--- config.mk ---
export PLATFORM = sky130hd
export DESIGN_NAME = cpu_state_regs
export DESIGN_NICKNAME = d
export VERILOG_FILES = /design/src/rtl/cpu_state_pkg.sv /design/src/rtl/flag_reg.sv /design/src/rtl/stack_ptr.sv /design/src/rtl/cpu_state_regs.sv
export SDC_FILE = /design/constraint.sdc
export NUM_CORES = 1
export LEC_CHECK = 0
export BUFFER_PORTS_ARGS = -buffer_cell sky130_fd_sc_hd__buf_2
export CAP_MARGIN = 20
export CORE_ASPECT_RATIO = 1.75
export CORE_MARGIN = 4
export CORE_UTILIZATION = 46
export CTS_BUF_LIST = sky130_fd_sc_hd__clkbuf_8
export DETAILED_ROUTE_END_ITERATION = 10
export PLACE_DENSITY = 0.83
export SYNTH_ARGS = -nofsm -noshare
export SYNTH_HDL_FRONTEND = slang
export SYNTH_HIERARCHICAL = 1
export SYNTH_SLANG_ARGS = --single-unit
--- constraint.sdc ---
create_clock -name clk -period 2.5 [get_ports clk]
set_input_delay 0.5 -clock clk [delete_from_list [all_inputs] [get_ports clk]]
set_output_delay 0.5 -clock clk [all_outputs]
set_load 0.02 [all_outputs]
--- src/rtl/cpu_state_pkg.sv ---
package cpu_state_pkg;
    localparam int IO_AW = 6;
    localparam logic [IO_AW-1:0] ADDR_STATUS = 6'h3F;
    localparam logic [IO_AW-1:0] ADDR_SP_HI  = 6'h3E;
    localparam logic [IO_AW-1:0] ADDR_SP_LO  = 6'h3D;

    // status word bit positions (decoded by the core)
    localparam int POS_I = 7;
    localparam int POS_T = 6;
    localparam int POS_H = 5;
    localparam int POS_S = 4;
    localparam int POS_V = 3;
    localparam int POS_N = 2;
    localparam int POS_Z = 1;
    localparam int POS_C = 0;

    // ALU mask order {H,V,N,Z,C}
    localparam int ALU_FW = 5;

    function automatic int alu_to_pos(input int k);
        case (k)
            4:       return POS_H;
            3:       return POS_V;
            2:       return POS_N;
            1:       return POS_Z;
            default: return POS_C;
        endcase
    endfunction
endpackage

--- src/rtl/flag_reg.sv ---
module flag_reg
    import cpu_state_pkg::*;
(
    input  logic              clk,
    input  logic              rst_n,
    input  logic              wr_en,
    input  logic [7:0]        wdata,
    input  logic [ALU_FW-1:0] alu_we,
    input  logic [ALU_FW-1:0] alu_val,
    input  logic              irq_enter,
    input  logic              irq_return,
    input  logic              bst_req,
    input  logic              bst_bit,
    output logic [7:0]        flags
);
    logic [7:0] flags_q;
    logic [7:0] after_alu;
    logic [7:0] flags_nx;

    // ALU-driven flags, one lane per masked flag
    always_comb begin
        after_alu = flags_q;
        for (int k = 0; k < ALU_FW; k++) begin
            if (alu_we[k]) after_alu[alu_to_pos(k)] = alu_val[k];
        end
        if (bst_req) after_alu[POS_T] = bst_bit;
    end

    always_comb begin
        flags_nx = wr_en ? wdata : after_alu;
        if (irq_enter)       flags_nx[POS_I] = 1'b0;
        else if (irq_return) flags_nx[POS_I] = 1'b1;
        flags_nx[POS_S] = flags_nx[POS_N] ^ flags_nx[POS_V];
    end

    always_ff @(posedge clk or negedge rst_n) begin
        if (!rst_n) flags_q <= '0;
        else        flags_q <= flags_nx;
    end

    assign flags = flags_q;


    property s_equation_p;
        @(posedge clk) disable iff (!rst_n)
        flags_q[POS_S] == (flags_q[POS_N] ^ flags_q[POS_V]);
    endproperty
    s_equation_chk: assert property (s_equation_p);


    property irq_clear_p;
        @(posedge clk) disable iff (!rst_n)
        irq_enter |=> !flags_q[POS_I];
    endproperty
    irq_clear_chk: assert property (irq_clear_p);


    property irq_set_p;
        @(posedge clk) disable iff (!rst_n)
        (irq_return && !irq_enter) |=> flags_q[POS_I];
    endproperty
    irq_set_chk: assert property (irq_set_p);


    property irq_keep_p;
        @(posedge clk) disable iff (!rst_n)
        ((irq_enter || irq_return) && !wr_en && alu_we == '0 && !bst_req)
            |=> flags_q[6:0] == $past(flags_q[6:0]);
    endproperty
    irq_keep_chk: assert property (irq_keep_p);


    property t_store_p;
        @(posedge clk) disable iff (!rst_n)
        (bst_req && !wr_en) |=> flags_q[POS_T] == $past(bst_bit);
    endproperty
    t_store_chk: assert property (t_store_p);


    property io_wins_p;
        @(posedge clk) disable iff (!rst_n)
        wr_en |=> (flags_q[6:5] == $past(wdata[6:5])) &&
                  (flags_q[3:0] == $past(wdata[3:0]));
    endproperty
    io_wins_chk: assert property (io_wins_p);
endmodule

--- src/rtl/stack_ptr.sv ---
module stack_ptr #(
    parameter int W = 10
) (
    input  logic          clk,
    input  logic          rst_n,
    input  logic          wr_lo,
    input  logic          wr_hi,
    input  logic [7:0]    wdata_lo,
    input  logic [W-9:0]  wdata_hi,
    input  logic          push,
    input  logic          pop,
    output logic [W-1:0]  sp,
    output logic [W-1:0]  stack_addr
);
    localparam logic [W-1:0] ONE = W'(1);

    logic [W-1:0] sp_q;
    logic [W-1:0] sp_inc;
    logic [W-1:0] sp_dec;

    assign sp_inc = sp_q + ONE;
    assign sp_dec = sp_q - ONE;

    always_ff @(posedge clk or negedge rst_n) begin
        if (!rst_n) begin
            sp_q <= '0;
        end else if (wr_lo || wr_hi) begin
            if (wr_lo) sp_q[7:0]   <= wdata_lo;
            if (wr_hi) sp_q[W-1:8] <= wdata_hi;
        end else if (push && !pop) begin
            sp_q <= sp_dec;
        end else if (pop && !push) begin
            sp_q <= sp_inc;
        end
    end

    assign sp         = sp_q;
    assign stack_addr = pop ? sp_inc : sp_q;


    property push_dec_p;
        @(posedge clk) disable iff (!rst_n)
        (push && !pop && !wr_lo && !wr_hi) |=> sp_q == $past(sp_q) - ONE;
    endproperty
    push_dec_chk: assert property (push_dec_p);


    property pop_inc_p;
        @(posedge clk) disable iff (!rst_n)
        (pop && !push && !wr_lo && !wr_hi) |=> sp_q == $past(sp_q) + ONE;
    endproperty
    pop_inc_chk: assert property (pop_inc_p);


    property both_hold_p;
        @(posedge clk) disable iff (!rst_n)
        (push && pop && !wr_lo && !wr_hi) |=> $stable(sp_q);
    endproperty
    both_hold_chk: assert property (both_hold_p);
endmodule

--- src/rtl/cpu_state_regs.sv ---
module cpu_state_regs
    import cpu_state_pkg::*;
#(
    parameter int SP_W = 10
) (
    input  logic              clk,
    input  logic              rst_n,
    input  logic [IO_AW-1:0]  io_addr,
    input  logic              io_wr,
    input  logic [7:0]        io_wdata,
    output logic [7:0]        io_rdata,
    input  logic [ALU_FW-1:0] alu_we,
    input  logic [ALU_FW-1:0] alu_val,
    input  logic              irq_enter,
    input  logic              irq_return,
    input  logic              bst_req,
    input  logic [7:0]        bst_src,
    input  logic [2:0]        bst_sel,
    input  logic [7:0]        bld_dst,
    input  logic [2:0]        bld_sel,
    output logic [7:0]        bld_result,
    input  logic              sp_push,
    input  logic              sp_pop,
    output logic [SP_W-1:0]   stack_addr,
    output logic [7:0]        status_word,
    output logic              gie,
    output logic              t_bit,
    output logic [SP_W-1:0]   sp_value
);
    localparam int HI_W = SP_W - 8;

    logic        wr_status;
    logic        wr_sp_lo;
    logic        wr_sp_hi;
    logic [7:0]  flags;
    logic [15:0] sp_wide;

    assign wr_status = io_wr && (io_addr == ADDR_STATUS);
    assign wr_sp_lo  = io_wr && (io_addr == ADDR_SP_LO);
    assign wr_sp_hi  = io_wr && (io_addr == ADDR_SP_HI);

    flag_reg u_flags (
        .clk        (clk),
        .rst_n      (rst_n),
        .wr_en      (wr_status),
        .wdata      (io_wdata),
        .alu_we     (alu_we),
        .alu_val    (alu_val),
        .irq_enter  (irq_enter),
        .irq_return (irq_return),
        .bst_req    (bst_req),
        .bst_bit    (bst_src[bst_sel]),
        .flags      (flags)
    );

    stack_ptr #(.W(SP_W)) u_sp (
        .clk        (clk),
        .rst_n      (rst_n),
        .wr_lo      (wr_sp_lo),
        .wr_hi      (wr_sp_hi),
        .wdata_lo   (io_wdata),
        .wdata_hi   (io_wdata[HI_W-1:0]),
        .push       (sp_push),
        .pop        (sp_pop),
        .sp         (sp_value),
        .stack_addr (stack_addr)
    );

    assign status_word = flags;
    assign gie         = flags[POS_I];
    assign t_bit       = flags[POS_T];
    assign sp_wide     = 16'(sp_value);

    always_comb begin
        bld_result          = bld_dst;
        bld_result[bld_sel] = flags[POS_T];
    end

    always_comb begin
        case (io_addr)
            ADDR_STATUS: io_rdata = flags;
            ADDR_SP_HI:  io_rdata = sp_wide[15:8];
            ADDR_SP_LO:  io_rdata = sp_wide[7:0];
            default:     io_rdata = '0;
        endcase
    end


    property sp_hi_zero_p;
        @(posedge clk) disable iff (!rst_n)
        (io_addr == ADDR_SP_HI) |-> ((io_rdata >> HI_W) == 8'd0);
    endproperty
    sp_hi_zero_chk: assert property (sp_hi_zero_p);


    property sp_io_wins_p;
        @(posedge clk) disable iff (!rst_n)
        wr_sp_lo |=> sp_value[7:0] == $past(io_wdata);
    endproperty
    sp_io_wins_chk: assert property (sp_io_wins_p);
endmodule

==> impl.org, run 1 <==
** Global route
- The number of antenna violations at the first check in global routing came to 0.
- The total overflow left after global routing is 0.
- Wire length of the first global-routing pass :: 8630 um
- Gr usage total :: 23.3%
- Entering global routing, the biggest net connects 19 pins.
- The via count of the first global-routing pass is 1,931.

** Pwr
- IR analysis of the VDD net gives a maximum drop of 0.000522 V.
- PwrDens :: 823 nW/um2
- In this run the static leakage power is 1.15 nW.

** Route
- Wire per inst :: 16.3 um
- Number of DRC violations after detailed-routing iteration 0 :: 96
- After detailed routing, the total wire length is 5820 um.
- Number of vias in the routed layout :: 2,076
- The pre-antenna-repair detailed-routing pass consisted of 5 iterations.
- For this run, design rule violations remaining after detail routing come to 0.
- Count of antenna-violating nets left after detailed routing :: 0
- Per-cell via count in the routed design :: 5.82

** Clocking
- Hold repair after CTS inserted 0 buffers.
- The root buffer cell chosen for the clock tree is sky130_fd_sc_hd__clkbuf_8.
- The clock reaches the later pin of the worst-skew pair after 0.26 ns.
- Cells resized by post-CTS repair :: 0
- Clock tree synthesis found a total of 18 sinks.
- Count of H-tree levels built during CTS :: 1
- Counting the buffers created by CTS gives 3.
- Clock-pin slew was measured on the worst setup and hold paths at 0.07 ns.
- TritonCTS built the clock tree.
- Maximum clock path buffer count :: 2
- Post-CTS timing repair inserted 0 buffers for setup.

** Synthesis
- Per-instance average area after synthesis :: 8.40 um2
- After synthesis, the largest family of logic cells by area is simple AND/OR/NAND/NOR gates.
- Summing the areas of all and, or, nand and nor instances in the mapped netlist gives 25.1% of the synthesized area.
- Number of nets produced by synthesis :: 267
- Among all flip-flop cells after synthesis, the most frequent one is sky130_fd_sc_hd__dfrtp_1.
- The synthesized netlist devotes 16.0% of its cell area to compound gates.
- Mux contribution to synthesized area :: 18.5%
- Of the total synthesized cell area, the portion taken by XOR and XNOR cells is 6.92%.
- Total of flip-flops plus latches after synthesis :: 18
- The synthesized netlist contains 48 unique library cells.
- Sequential cells were found to cover 25.4% of the synthesized design area.
- Post-synth design cell area :: 1770 um2
- Synthesis handed over a netlist of 211 instances.
- After synthesis, the largest area contributor takes up 25.4% of total cell area.
- Counting flops with a built-in enable in the synthesized netlist gives 0.
- Cell types occupying the most area after synthesis :: sky130_fd_sc_hd__dfrtp_1 25%, sky130_fd_sc_hd__mux2i_1 7.9%, sky130_fd_sc_hd__mux2_2 7.6%, sky130_fd_sc_hd__nand2_1 5.1%, sky130_fd_sc_hd__nor2_1 4.4%
- The synthesized design spends more area on one cell type than any other, namely sky130_fd_sc_hd__dfrtp_1.
- The synthesized netlist devotes 1.41% of its cell area to adder and majority cells.
- Proportion of synthesized flip-flops having asynchronous set or reset :: 100%
- For this run, the number of Yosys warnings is 6.

** Worst setup path
- Delay of the slowest critical-path stage :: 0.45 ns
- Path type of the worst setup path :: register to primary output
- Worst R2R End :: u_sp/sp[8]
- Worst Reg2Reg Path Length in Cells :: 5
- Critical path endpoint category :: primary output
- Most used cell along the critical path :: sky130_fd_sc_hd__nand2_1
- Setup slack, reg-to-reg :: 0.55 ns
- At the worst endpoint, the required time is 2.00 ns.
- The signal on the critical path passes through ha_1 > nand2_1 > nor2_1 > nand2_1 > xnor2_1 > buf_2.
- Crit Reg-Reg Startpoint :: u_sp/sp[2]
- Master of the slowest instance on the critical path :: sky130_fd_sc_hd__dfrtp_1
- Category of cells accounting for the largest share of critical-path delay :: simple AND/OR/NAND/NOR gates
- In this run the worst path has a maximum fanout of 7.
- Type of origin of the critical path :: register
- Sum of buffers and inverters on the critical path :: 1
- The most critical setup path has its startpoint at u_sp/sp[1].
- STA puts the critical path data arrival time at 1.84 ns.

** STA
- Setup violations remaining at the end of the flow were counted as 0.
- At the pin with the least slew margin, the transition time is 0.910 ns.
- The worst pin sits at a relative slew slack of 39.1%.
- Max-slew violation count :: 0
- Clock period minus final worst setup slack :: 2.34 ns
- Slack of the critical path :: 0.157 ns
- Total negative setup slack :: 0 ns
- On the final layout, the worst clock skew is 0.00406 ns.
- Setup repair after global routing left no endpoint under its margin.
- The worst path uses 93.7% of the clock period.
- Hold Fails Final Rpt :: 0
- Based on the critical path, the design can be clocked at up to 427 MHz.

** Final layout
- Leaving out fill and tap cells, the most frequent cell in the layout is sky130_fd_sc_hd__buf_2.
- Layout cells sized above 1 :: 44.1%
- At the end of the flow, the number of nets in the layout was 368.
- Fill count :: 345
- The sequential cells in the finished layout cover a total of 450 um2.
- Compared with the post-synthesis result, the final layout area differs by 34.4%.
- In the layout the commonest cells are 99 x sky130_fd_sc_hd__buf_2, 24 x sky130_fd_sc_hd__nand2_1, 21 x sky130_fd_sc_hd__nor2_1.
- The number of antenna diodes in the final layout is 0.
- In the final layout, the multi-input gates occupy 1200 um2.
- Final std cells w/o fill :: 357
- Once layout is complete, the utilization of the core stands at 65.0%.

** Place
- Post-detail-place hpwl :: 4760 um
- In this run the tool buffered the top-level ports with 99 buffer cells.
- At the placement stage, the worst setup path has a slack of 0.204 ns.
- Last weighted congestion value of the routability-driven placer :: 0.997
- Placed Instances :: 353

** Hold path
- The worst hold path belongs to the class primary input to asynchronous set/reset pin.

** Outcome
- The flow ran to the end, and the final reports show no timing, DRC or antenna violations.

** Floorplanning
- Die area :: 4950 um2
- Total I/O pin count :: 100
- Core region area :: 3660 um2
- Starting utilization of the core area :: 48.3%
- Chip width :: 54.9 um
- After floorplanning, the core was divided into 29 placement rows.
- The floorplan step set the die height to 90.1 um.

** Job
- Max Cap Violations :: 0
## worst max path at each step
stage	end	slack, ns	cells past startpoint
CTS	stack_addr[8]	0.17	6
finish	stack_addr[8]	0.16	6
global placement	u_sp/sp[8]	0.28	10
global route	stack_addr[8]	0.06	6
detailed placement	u_sp/sp[8]	0.20	10
floorplan	u_sp/sp[8]	0.04	10
## cells by family after synthesis
kind of cell / after synthesis
simple gates: 86
compound gates: 41
mux: 28
buf+inv: 22
flops: 18
xor+xnor: 14
fa+ha+maj: 2
## layer usage
| layer | global-route usage (%) | up-vias | part of all wire (%) |
|---|---|---|---|
| met2 | 42.1 | 134 | 53 |
| met3 | 3.48 | 23 | 12 |
| met4 | 14.2 | 0 | 4.2 |
| met5 | 0 | - | 0 |
| met1 | 22.4 | 950 | 31 |
| li1 | - | 969 | - |
## cell type report
cell class	instances	area share [%]
Clock buffer	4	2.31
Multi-Input combinational cell	171	50.5
Sequential cell	18	18.9
Timing Repair Buffer	112	24.9
Inverter	6	0.946
Tap cell	46	2.42
## registers in the layout, indices dropped and copies added (netlist names)
register	flops
u_sp/sp	10
u_flags/flags	8
## synth_stat cells (3+ instances only)
library cell               number
sky130_fd_sc_hd__buf_2          5
sky130_fd_sc_hd__nand3_1        6
sky130_fd_sc_hd__nor3b_1        3
sky130_fd_sc_hd__a31oi_1        3
sky130_fd_sc_hd__nor2b_1        3
sky130_fd_sc_hd__a22oi_1        3
sky130_fd_sc_hd__xor2_1         5
sky130_fd_sc_hd__clkbuf_1       6
sky130_fd_sc_hd__o21ai_1        7
sky130_fd_sc_hd__inv_1          5
sky130_fd_sc_hd__o21ai_0        5
sky130_fd_sc_hd__nand4_1        7
sky130_fd_sc_hd__xnor2_1        9
sky130_fd_sc_hd__mux2i_1       14
sky130_fd_sc_hd__a21oi_1        5
sky130_fd_sc_hd__nor3_1         6
sky130_fd_sc_hd__nand2_1       24
sky130_fd_sc_hd__mux2_2        12
sky130_fd_sc_hd__nor2_1        21
sky130_fd_sc_hd__o22a_1         5
sky130_fd_sc_hd__buf_6          3
sky130_fd_sc_hd__dfrtp_1       18
## metrics by stage
stage / area, um2 / hold slack, ns / total power [mW]
2_1_floorplan: 1770 / 0.204 / 1.29
3_3_place_gp: 2330 / 0.452 / 1.70
3_5_place_dp: 2330 / 0.459 / 1.72
4_1_cts: 2380 / 0.173 / 1.97
5_1_grt: 2380 / 0.192 / 2.09
6_report: 2380 / 0.160 / 1.96
## power by group
part | internal (mW) | leakage [nW] | switching [mW]
Clock | 0.140 | 0.0288 | 0.102
Sequential | 0.375 | 0.206 | 0.184
Combinational | 0.491 | 0.917 | 0.668
Total | 1.01 | 1.15 | 0.953
Power figures use the tool's default switching activity.
==> run 2, diff against run 1 <==
PLACE_DENSITY = 0.84   (was 0.83)
SYNTH_HIERARCHICAL = not set   (was 1)
==> impl.org, run 2 <==
** Clocking
- Maximum clock path buffer count :: 2 (unchanged)
- Clock latency on the worst-skew pair :: 0.26 ns (about the same)
- The number of buffers inserted by post-CTS setup repair was 0 (unchanged).
- The number of hold buffers added after cts was 0 (unchanged).
- TritonCTS clock tree :: yes (unchanged)
- CTS sink cnt :: 18 (unchanged)
- The root buffer selected by CTS is sky130_fd_sc_hd__clkbuf_8 (unchanged).
- The depth of the CTS H-tree was 1 (unchanged).
- The clock transition time at the flip-flop clock pins of the worst setup and hold paths is 0.08 ns (was 0.07 ns).
- The clock buffer count from CTS came to 3 (unchanged).

** Final layout
- Commonest non-fill, non-tap cells in the layout: 99 x sky130_fd_sc_hd__buf_2, 27 x sky130_fd_sc_hd__nor2_1, 19 x sky130_fd_sc_hd__a21oi_1 (was 99 x sky130_fd_sc_hd__buf_2, 24 x sky130_fd_sc_hd__nand2_1, 21 x sky130_fd_sc_hd__nor2_1).
- Most frequent standard cell in the layout excluding fill and tap cells :: sky130_fd_sc_hd__buf_2 (unchanged)
- Post-route standard cell area excluding fillers :: 2310 um2 (was 2380 um2)
- The share of cells above drive strength 1 came to 43.0% (was 44.1%).
- Number of inserted diodes :: 0 (unchanged)
- Final layout net count :: 358 (was 368)
- Largest register FFs :: 10 (unchanged)
- Synthesis-to-layout area growth :: 34.0% (was 34.4%)

** Route
- First-pass iteration count of the detailed router :: 4 (was 5)
- Count of antenna-violating nets left after detailed routing :: 0 (unchanged)
- The average via count per standard cell was 5.59 (was 5.82).
- Met3 Wirelength :: 431 um (was 689 um)
- Routed length on met1 :: 1860 um (was 1800 um)
- The total DRC errors in the routed layout is 0 (unchanged).
- Number of DRC violations after detailed-routing iteration 0 :: 45 (was 96)
- The vias after detailed routing came to 1,933 (was 2,076).
- The detailed-routed wire length on met2 is 2770 um (was 3090 um).
- The average wire length per cell after detail routing is 14.9 um (was 16.3 um).
- The highest metal layer with signal wires is met4 (unchanged).
- Wire length after detailed routing :: 5170 um (was 5820 um)

** Worst setup path
- The highest fanout seen on the critical path was 11 (was 7).
- The worst-path cell with the longest stage delay is sky130_fd_sc_hd__dfrtp_1 (unchanged).
- CP Launch Point :: u_sp.sp[4] (was u_sp/sp[1])
- Cells along the critical path :: nand4_1 > nor2_1 > nand2_1 > xnor2_1 > buf_2 (was ha_1 > nand2_1 > nor2_1 > nand2_1 > xnor2_1 > buf_2)
- Data required time at the worst endpoint :: 2.00 ns (about the same)
- Path type of the worst setup path :: register to primary output (unchanged)
- Delay of the slowest critical-path stage :: 0.57 ns (was 0.45 ns)
- The kind of end point of the critical path was a primary output (unchanged).
- The kind of start point of the critical path is a register (unchanged).
- Worst Reg2Reg Path Length in Cells :: 5 (unchanged)
- The startpoint of the most critical register-to-register path is u_sp.sp[4] (was u_sp/sp[2]).
- The terminus of the critical flop-to-flop path was u_sp.sp[9] (was u_sp/sp[8]).
- Setup slack, reg-to-reg :: 0.56 ns (was 0.55 ns)
- The endpoint arrival time on the critical path came to 1.82 ns (was 1.84 ns).

** Synthesis
- Cell types occupying the most area after synthesis :: sky130_fd_sc_hd__dfrtp_1 26%, sky130_fd_sc_hd__mux2i_1 8.1%, sky130_fd_sc_hd__mux2_2 7.2%, sky130_fd_sc_hd__nor2_1 5.9%, sky130_fd_sc_hd__o22a_1 5.6% (was sky130_fd_sc_hd__dfrtp_1 25%, sky130_fd_sc_hd__mux2i_1 7.9%, sky130_fd_sc_hd__mux2_2 7.6%, sky130_fd_sc_hd__nand2_1 5.1%, sky130_fd_sc_hd__nor2_1 4.4%)
- Total of flip-flops plus latches after synthesis :: 18 (unchanged)
- Most used DFF post-synth :: sky130_fd_sc_hd__dfrtp_1 (unchanged)
- The synthesis warning total came to 0 (was 6).
- The area of the mapped netlist came to 1730 um2 (was 1770 um2).
- Synth top cells by count: 27 x sky130_fd_sc_hd__nor2_1, 19 x sky130_fd_sc_hd__a21oi_1, 18 x sky130_fd_sc_hd__dfrtp_1 (was 24 x sky130_fd_sc_hd__nand2_1, 21 x sky130_fd_sc_hd__nor2_1, 18 x sky130_fd_sc_hd__dfrtp_1).
- The post-synthesis average cell area came to 8.30 um2 (was 8.40 um2).
- Fraction of synthesized cell area taken by the top area cell type :: 26.1% (was 25.4%)
- The number of instances in the synthesized netlist was 208 (was 211).
- Dominant cell type by area after synthesis :: sky130_fd_sc_hd__dfrtp_1 (unchanged)
- Most common cell in the synthesized netlist :: sky130_fd_sc_hd__nor2_1 (was sky130_fd_sc_hd__nand2_1)
- Number of nets produced by synthesis :: 265 (was 267)
- The number of flops mapped to enable cells by yosys was 0 (unchanged).
- Sequential cell area fraction in the yosys report :: 26.1% (was 25.4%)
- The number of distinct library cells after synthesis is 43 (was 48).
- The share of synthesized flip-flops with an asynchronous set or reset came to 100% (unchanged).

** STA
- The achievable frequency is 432 MHz (was 427 MHz).
- The final count of pins violating max slew was 0 (unchanged).
- Unrepaired setup endpoints after global routing: false (unchanged).
- Final cycle utilization of the critical path :: 92.6% (was 93.7%)
- The final setup violation count came to 0 (unchanged).
- The final setup TNS is 0 ns (unchanged).
- Clock period minus final worst setup slack :: 2.32 ns (was 2.34 ns)
- The final setup skew was 0.00697 ns (was 0.00406 ns).
- The number of hold violations in the final report was 0 (unchanged).
- Worst slew pin tran :: 0.424 ns (was 0.910 ns)
- The headroom to the max-slew limit is 71.7% (was 39.1%).

** Pwr
- Max rail drop VDD :: 0.000665 V (was 0.000522 V)
- Static Leakage :: 1.13 nW (was 1.15 nW)
- PwrDens :: 840 nW/um2 (was 823 nW/um2)

** Global route
- The number of antenna violations at the first check in global routing was 0 (unchanged).
- Wire length of the first global-routing pass :: 7790 um (was 8630 um)
- Total global routing overflow :: 0 (unchanged)
- Largest net degree at the start of global routing :: 19 (unchanged)
- The aggregate global-route resource usage came to 21.2% (was 23.3%).
- Via count of the first global-routing pass :: 1,797 (was 1,931)

** Place
- Last weighted congestion value of the routability-driven placer :: 0.870 (was 0.997)
- The number of input and output port buffers inserted was 99 (unchanged).
- The post-DP HPWL was 4250 um (was 4760 um).
- The cell area reported after detailed placement came to 2250 um2 (was 2330 um2).

** Floorplanning
- The width of the chip was 54.3 um (was 54.9 um).
- The number of placement rows is 29 (unchanged).
- The y dimension of the die was 89.1 um (was 90.1 um).
- Total I/O pin count :: 100 (unchanged)
- Starting utilization of the core area :: 47.6% (was 48.3%)
- Core region area :: 3630 um2 (was 3660 um2)
- The area of the die is 4840 um2 (was 4950 um2).

** Job
- Max Cap Violations :: 0 (unchanged)

** Outcome
- Status :: complete, no violations (unchanged)

** Hold path
- Min-delay worst type :: primary input to asynchronous set/reset pin (unchanged)
[run 2: per-stage QoR]
step	util (%)	worst slack (ns)	power, mW	hold WS, ns	cells
after floorplan	-	0.435	1.32	0.204	208
after global placement	62.1	0.277	1.67	0.463	342
after detailed placement	62.1	0.206	1.70	0.469	342
after CTS	63.6	0.138	1.95	0.189	346
after global routing	63.8	0.0206	2.07	0.202	346
final	63.8	0.185	1.94	0.160	346
[run 2: worst max path at each step]
stage / to / slack [ns]
6_report: stack_addr[7] / 0.18
5_1_grt: stack_addr[7] / 0.02
4_1_cts: stack_addr[9] / 0.14
3_5_place_dp: u_sp.sp[5] / 0.21
3_3_place_gp: u_sp.sp[5] / 0.28
2_1_floorplan: stack_addr[5] / 0.44
[run 2: cells by family (layout without fill, tap and decap cells)]
kind of cell | count (synthesis) | count (layout) | synth area share [%]
compound gates | 51 | 51 | 19.6
fa+ha+maj | 3 | 3 | 2.17
flops | 18 | 18 | 26.1
buf+inv | 24 | 116 | 6.59
xor+xnor | 12 | 12 | 6.09
mux | 27 | 27 | 17.9
simple gates | 73 | 73 | 21.6
[run 2: what timing repair did]
| action | 4_1_cts | 5_1_grt |
|---|---|---|
| endpoints found under the setup margin | 0 | 1 |
| resized for setup | 0 | 1 |
| endpoints found under the hold margin | 0 | 0 |
[run 2: layout make-up]
cell class	instances	area [um2]
well taps	46	57.6
clock buffers	4	55.1
repair buffers	106	561
multi-input cells	166	1170
inverters	6	22.5
flip-flops and latches	18	450
fillers	359	1320
[run 2: where the power goes]
part / total, mW / internal, mW / switching (mW)
clock network: 0.247 / 0.140 / 0.107
registers: 0.572 / 0.386 / 0.186
logic: 1.12 / 0.467 / 0.658
[run 2: layer usage]
metal  GRT usage (%)  vias up
met2            40.3       77
met3            1.84        9
met4            7.94        0
met5               0        -
met1            23.0      906
li1                -      941
[run 2: critical path: cells and delay by family (launching register included)]
kind	cells	cell delay, ns
buffers and inverters	1	0.19
XOR/XNOR	1	0.17
AND/OR/NAND/NOR	3	0.63
flip-flops	1	0.57
